File: src/rtl/dpe_pkg.sv
// Package: shared widths and types for the dual-level priority encoder.
// Assumes the request vector width is a power of two, so that every index
// code is reachable.
package dpe_pkg;
    localparam int unsigned REQ_W = 8;
    localparam int unsigned IDX_W = $clog2(REQ_W);

    typedef logic [REQ_W-1:0] req_vec_t;
    typedef logic [IDX_W-1:0] req_idx_t;
endpackage

File: src/rtl/dpe_pick_top.sv
// Module: dpe_pick_top
// Finds the highest set bit of a request vector and returns it one-hot,
// together with a flag that says whether any bit was set.
// Assumes the MSB has the highest priority. The logic is purely combinational.
module dpe_pick_top #(
    parameter int unsigned WIDTH = 8
) (
    input  logic [WIDTH-1:0] req_i,
    output logic [WIDTH-1:0] grant_o,
    output logic             any_o
);
    // Purpose: walk from the MSB down; a bit wins only if no higher bit is set.
    always_comb begin
        logic seen;
        seen    = 1'b0;
        grant_o = '0;
        for (int i = WIDTH - 1; i >= 0; i--) begin
            grant_o[i] = req_i[i] & ~seen;
            seen       = seen | req_i[i];
        end
        any_o = seen;
    end
endmodule

File: src/rtl/dpe_onehot_to_bin.sv
// Module: dpe_onehot_to_bin
// Converts a one-hot (or all-zero) vector into its binary index.
// Assumes at most one bit is set. An all-zero input gives index zero.
module dpe_onehot_to_bin #(
    parameter int unsigned WIDTH = 8,
    parameter int unsigned IDX_W = $clog2(WIDTH)
) (
    input  logic [WIDTH-1:0] onehot_i,
    output logic [IDX_W-1:0] idx_o
);
    // Returns the set of one-hot positions whose index has bit b set.
    function automatic logic [WIDTH-1:0] sel_mask(input int unsigned b);
        logic [WIDTH-1:0] m;
        m = '0;
        for (int unsigned i = 0; i < WIDTH; i++) begin
            m[i] = ((i >> b) & 1) == 1;
        end
        return m;
    endfunction

    // Each output bit is the OR of the one-hot positions that carry it.
    for (genvar b = 0; b < IDX_W; b++) begin : g_bit
        localparam logic [WIDTH-1:0] SEL = sel_mask(b);
        assign idx_o[b] = |(onehot_i & SEL);
    end
endmodule

File: src/rtl/dpe_dual_encoder.sv
// Module: dpe_dual_encoder (top)
// Reports the highest and the second-highest asserted request, each with its
// own valid flag. The second search runs on the request vector with the first
// winner's bit cleared.
// Assumes bit REQ_W-1 has the highest priority. There is no clock and no state.
module dpe_dual_encoder
    import dpe_pkg::*;
(
    input  logic [REQ_W-1:0] request_i,
    output logic [IDX_W-1:0] first_idx_o,
    output logic             first_vld_o,
    output logic [IDX_W-1:0] second_idx_o,
    output logic             second_vld_o
);
    req_vec_t grant_top;
    req_vec_t remain;
    req_vec_t grant_next;

    // First level: find the top request.
    dpe_pick_top #(.WIDTH(REQ_W)) u_pick_first (
        .req_i   (request_i),
        .grant_o (grant_top),
        .any_o   (first_vld_o)
    );

    // Purpose: clear the winning bit so that the next search sees only lower requests.
    always_comb begin
        remain = request_i & ~grant_top;
    end

    // Second level: find the top of what remains.
    dpe_pick_top #(.WIDTH(REQ_W)) u_pick_second (
        .req_i   (remain),
        .grant_o (grant_next),
        .any_o   (second_vld_o)
    );

    dpe_onehot_to_bin #(.WIDTH(REQ_W), .IDX_W(IDX_W)) u_enc_first (
        .onehot_i (grant_top),
        .idx_o    (first_idx_o)
    );

    dpe_onehot_to_bin #(.WIDTH(REQ_W), .IDX_W(IDX_W)) u_enc_second (
        .onehot_i (grant_next),
        .idx_o    (second_idx_o)
    );
endmodule

File: config.mk
export PLATFORM = sky130hd
export DESIGN_NAME = dpe_dual_encoder
export DESIGN_NICKNAME = d
export VERILOG_FILES = /design/src/rtl/dpe_pkg.sv /design/src/rtl/dpe_pick_top.sv /design/src/rtl/dpe_onehot_to_bin.sv /design/src/rtl/dpe_dual_encoder.sv
export SDC_FILE = /design/constraint.sdc
export NUM_CORES = 1
export LEC_CHECK = 0
export BUFFER_PORTS_ARGS = -buffer_cell sky130_fd_sc_hd__buf_2
export CAP_MARGIN = 20
export CORE_AREA = 2 2 39 41
export DETAILED_ROUTE_END_ITERATION = 10
export DIE_AREA = 0 0 41 43
export SKIP_LAST_GASP = 1
export SYNTH_ARGS = -nofsm -noshare
export SYNTH_HDL_FRONTEND = slang
export SYNTH_SLANG_ARGS = --single-unit
File: constraint.sdc
create_clock -name vclk -period 1.3
set_input_delay 0.195 -clock vclk [all_inputs]
set_output_delay 0.195 -clock vclk [all_outputs]
set_load 0.1 [all_outputs]
==> results.md, run 1 <==
* First-pass GRT wire length at 1.75 mm
* Final setup viols at 5
* Post-Syn Area at 239 um^2
* Failing checks: negative setup slack
* Layout Nets at 75
* Cell family contributing the most delay on the critical path: buffers and inverters
* Path type of the worst setup path: in -> out
* Layout Area Growth over Synthesis at 191%
* # Max-Cap Violations at 0
* DP Cell Count at 78
* Static Leak at 0.000285 uW
* Min Tclk post-route at 1.55 ns
* Worst-Margin Slew at 0.482 ns
* Slowest CP cell: or3_4
* Synth top area share at 11.5%
* Yosys top cell by area: a2111oi_4
* Crit path depth at 8
* Layout cells sized above 1 at 78.5%
* Sw frac at 60.1%
* Io pins at 16
* Top cells by area, synth: a2111oi_4, nor4_4, nand2_1
* P_sw at 208 uW
* Max-slew headroom at 68.1%
* Worst Setup Slack, final at -0.255 ns
* Reg power frac at 0%
* Hold crit path type: in -> out
* Placer Congestion at 0.713
* Register area at 0 um^2
* CP Cell Sequence: buf_8 -> buf_6 -> or3_4 -> buf_6 -> o21ai_4 -> o21ai_2 -> nand2_4 -> buf_12
* DR vias at 382
* Crit path max fanout at 4
* Final Max Tran Viols at 0
* Post-route ant nets at 0
* Tcrit/Tclk final at 120%
* Layout Cells excl Fill at 81
* Post-synthesis cell type count at 23
* Critical Path RT at 1.11 ns
* # DRC at 0
* Port bufs at 16
* Worst setup EP type: primary output
* Vias per cell at 4.72
* Cell internal pwr at 138 uW
* Maximum vdd drop at 0.274 mV
* Drt total wl at 939 um
* Final core utilization at 50.2%
* First drt pass iteration count at 2
* Wirelength per Cell at 11.6 um
* Core area at 1380 um^2
* Vias in the first global route at 429
* Fmax at 643 MHz
* Comb power frac at 100.0%
* Antenna Cells at 0
* Overflow after GRT at 0
* Fill cells at 132
* Sequential share of the synthesized area at 0%
* Rows at 14
* Sequential cells at 0
* Synth Area per Inst at 6.64 um^2
* Die X at 41 um
* Drt first-iter violations at 4
* CP bufs+invs at 4
* Die area at 1760 um^2
* CP most frequent cell: buf_6
* PD cells at 497 nW/um^2
* Syn Inst Count at 36
* Endpoints failing hold at 0
* Yosys warns at 0
* Post-synthesis net count at 44
* Die Ht at 43 um
* Initial antenna violation count at 0
* Worst stage delay on the critical path at 0.40 ns
* RSZ-0062 raised after global routing: true
* Status: complete, but fails checks
* CLK BUF at 0
* WP data arrival at 1.36 ns
* Clk pwr share at 0%
* Total track usage at 13.3%
* WHS Path Cells at 4
* Starting Density at 17.3%
* Detail Placement HPWL at 686 um
* Crit start category: primary input
* Largest net degree at the start of global routing at 9
* Cts hold-fix bufs at 0
-- repair_timing --
item                                    CTS  global route
resized for setup                        27             6
endpoints found under the setup margin    8             8
pin swaps                                 6             1
setup buffers                             3             0
cloned                                    0             0
-- path summary, 6_finish.rpt --
path         start               to  slack (ns)
max   request_i[6]  second_idx_o[0]       -0.25
min   request_i[6]   first_idx_o[0]        0.82
-- cell families after synthesis --
logic type	Yosys count	synth area share, %
adder cells (fa/ha/maj)	1	4.19
multiplexers	1	4.19
AND/OR/NAND/NOR	14	34.6
XOR/XNOR	1	3.67
AO/OA/AOI/OAI	14	45.0
buffers and inverters	5	8.37
-- Yosys cell counts --
master / number
o31ai_1: 1
inv_1: 2
nor3_1: 1
or3_1: 1
a21boi_0: 1
a21oi_1: 3
nor4_4: 1
inv_2: 1
o21ai_0: 3
clkbuf_2: 1
o21ai_1: 2
maj3_1: 1
o311a_1: 1
nor4_1: 1
xor2_1: 1
nand2_1: 5
nor2_1: 3
clkbuf_1: 1
mux2i_1: 1
o21bai_1: 2
nand3b_1: 1
nand2b_1: 1
a2111oi_4: 1
-- worst min-delay path, cell delays in order --
cell	delay [ns]
buf_8	0.08
buf_6	0.10
o21bai_2	0.08
buf_12	0.17
-- area by class of cell --
| type | instances | area, um^2 | share of cell area (%) |
|---|---|---|---|
| Tap cell | 16 | 20.0 | 2.88 |
| Inverter | 3 | 25.0 | 3.60 |
| Timing Repair Buffer | 31 | 325 | 46.8 |
| Multi-Input combinational cell | 31 | 324 | 46.7 |
-- layout by cell type (no fill, tap or decap) --
cell type	Yosys	layout
buf_4	0	13
buf_6	0	6
buf_12	0	6
buf_2	0	5
inv_1	2	2
a21oi_2	0	2
nor2_1	3	2
nor4_4	1	2
o21ai_4	0	2
nand2_4	0	2
nand2_1	5	2
nand2b_4	0	1
o21bai_2	0	1
bufinv_8	0	1
nand3b_1	1	1
mux2i_1	1	1
a21oi_1	3	1
maj3_2	0	1
or3_4	0	1
o21ai_2	0	1
xor2_1	1	1
o21ai_0	3	1
o21ai_1	2	1
o21bai_1	2	1
o311a_2	0	1
nor2_2	0	1
nor3_1	1	1
nand2_2	0	1
a21boi_2	0	1
a2111oi_4	1	1
o31ai_4	0	1
buf_8	0	1
-- layer usage --
| metal | vias to the layer above | GRT usage, % | routed length, um |
|---|---|---|---|
| li1 | 191 | - | - |
| met1 | 178 | 14.9 | 374 |
| met2 | 13 | 26.6 | 523 |
| met3 | 0 | 0.524 | 42 |
| met4 | 0 | 0 | 0 |
| met5 | - | 0 | 0 |
-- power by group through the flow --
stage | clock network [uW] | logic [uW] | registers (uW)
4_1_cts | 0 | 338 | 0
3_5_place_dp | 0 | 295 | 0
6_report | 0 | 345 | 0
5_1_grt | 0 | 362 | 0
2_1_floorplan | 0 | 197 | 0
3_3_place_gp | 0 | 293 | 0
-- through the flow --
| stage | instance area (um^2) | setup WS (ns) | setup TNS, ns | power [uW] | hold WS (ns) |
|---|---|---|---|---|---|
| 5_1_grt | 694 | -0.299 | -1.21 | 362 | 0.844 |
| 2_1_floorplan | 345 | -0.536 | -1.71 | 197 | 0.657 |
| 3_5_place_dp | 552 | -0.451 | -1.83 | 295 | 0.916 |
| 3_3_place_gp | 552 | -0.427 | -1.77 | 293 | 0.909 |
| 6_report | 694 | -0.255 | -0.946 | 345 | 0.820 |
| 4_1_cts | 668 | -0.248 | -0.909 | 338 | 0.814 |
Note: power is estimated with default switching activity, not from simulation.
==> run 2, diff against run 1 <==
Settings changed: PLACE_DENSITY from default to 0.46.
Clock period 1.3 ns to 1.26 ns, I/O delays scaled along.
==> results.md, run 2 (synthesis gave the netlist of run 1 again) <==
* Status: complete, but fails checks (unchanged)
* Failing checks: negative setup slack (unchanged)
* Commonest non-fill, non-tap cell in the layout: buf_4 (unchanged)
* RSZ-0062 raised after global routing: true (unchanged)
* DR WL met3 at 61 um (was 42 um)
* Total track usage at 12.5% (was 13.3%)
* Layout cells sized above 1 at 78.1% (was 78.5%)
* Overflow after GRT at 0 (unchanged)
* Maximum vdd drop at 0.249 mV (was 0.274 mV)
* Fmax at 639 MHz
* Hold crit path type: in -> out (unchanged)
* # DRC at 0 (unchanged)
* Vias in the first global route at 390 (was 429)
* WP data arrival at 1.38 ns (was 1.36 ns)
* Fin area at 713 um^2 (was 694 um^2)
* Sequential cells at 0 (unchanged)
* Max-slew headroom at 78.8% (was 68.1%)
* Worst Setup Slack, final at -0.304 ns (was -0.255 ns)
* Port bufs at 16 (unchanged)
* Min Tclk post-route at 1.56 ns
* Area after DPL at 537 um^2 (was 552 um^2)
* Static Leak at 0.000291 uW (was 0.000285 uW)
* DR vias at 383 (was 382)
* Most frequent cells in the layout: buf_4, buf_6, buf_12 (unchanged)
* Layout Area Growth over Synthesis at 198% (was 191%)
* Tcrit/Tclk final at 124%
* Final Max Tran Viols at 0 (unchanged)
* Worst setup EP type: primary output (unchanged)
* First-pass GRT wire length at 1.59 mm (was 1.75 mm)
* Placer Congestion at 0.762 (was 0.713)
* Core area at 1380 um^2 (unchanged)
* Die X at 41 um (unchanged)
* Largest net degree at the start of global routing at 10 (was 9)
* Crit path max fanout at 4 (unchanged)
* Post-route ant nets at 0 (unchanged)
* Die area at 1760 um^2 (unchanged)
* Wirelength per Cell at 12.0 um (was 11.6 um)
* Path type of the worst setup path: in -> out (unchanged)
* Detail Placement HPWL at 662 um (was 686 um)
* Starting Density at 17.3% (unchanged)
* Vias per cell at 4.79 (was 4.72)
* Layout Nets at 74 (was 75)
* Crit start category: primary input (unchanged)
* Endpoints failing hold at 0 (unchanged)
* Rows at 14 (unchanged)
* CLK BUF at 0 (unchanged)
* Die Ht at 43 um (unchanged)
* First drt pass iteration count at 4 (was 2)
* Drt first-iter violations at 2 (was 4)
* # Max-Cap Violations at 0 (unchanged)
* Top Layer Used: met3 (unchanged)
* Initial antenna violation count at 0 (unchanged)
* Fill cells at 136 (was 132)
* Drt total wl at 956 um (was 939 um)
* Register area at 0 um^2 (unchanged)
* Antenna Cells at 0 (unchanged)
* Io pins at 16 (unchanged)
* Worst-Margin Slew at 0.318 ns (was 0.482 ns)
* Final setup viols at 7 (was 5)
* Fin Setup TNS at -1.38 ns (was -0.946 ns)
* Routed met2 length at 546 um (was 523 um)
* PD cells at 509 nW/um^2 (was 497 nW/um^2)
* Post-Route M1 WL at 348 um (was 374 um)
* Critical Path RT at 1.07 ns (was 1.11 ns)
## run 2: path summary, 6_finish.rpt
check,to,start,cells after the start
worst min-delay path,first_idx_o[1],request_i[2],4
worst max-delay path,second_vld_o,request_i[6],6
## run 2: where the power goes
part | leakage (uW) | switching [uW] | internal [uW]
combinational | 0.000291 | 214 | 148
clock | 0 | 0 | 0
sequential | 0 | 0 | 0
## run 2: stage by stage
stage	utilization (%)	worst slack, ns	power [uW]	cells	hold slack, ns
6_report	51.5	-0.304	363	80	0.811
5_1_grt	51.5	-0.368	379	80	0.824
4_1_cts	49.6	-0.361	355	79	0.853
3_5_place_dp	38.8	-0.577	303	76	0.903
3_3_place_gp	38.8	-0.571	303	76	0.907
2_1_floorplan	-	-0.564	203	36	0.645
## run 2: timing repair
item                       in CTS  in global routing
pin swaps                       5                  4
setup endpoints to repair       8                  8
gates cloned                    0                  0
buffers inserted                3                  1
resized for setup              35                  6
hold buffers                    0                  0
## run 2: final cells by class
type,count,area [um^2],area share (%)
repair buffers,30,347,48.6
well taps,16,20.0,2.81
inverters,3,25.0,3.51
multi-input cells,31,322,45.1
## run 2: critical path: stages
cell and delay (ns):
buf_8 0.10, nor4_4 0.31, bufinv_8 0.25, a2111oi_4 0.24
o31ai_4 0.10, buf_12 0.18
## run 2: metal layers
| metal | up-vias | track usage, % |
|---|---|---|
| met5 | - | 0 |
| met4 | 0 | 1.33 |
| met3 | 0 | 2.09 |
| met2 | 15 | 24.7 |
| met1 | 177 | 12.7 |
| li1 | 191 | - |
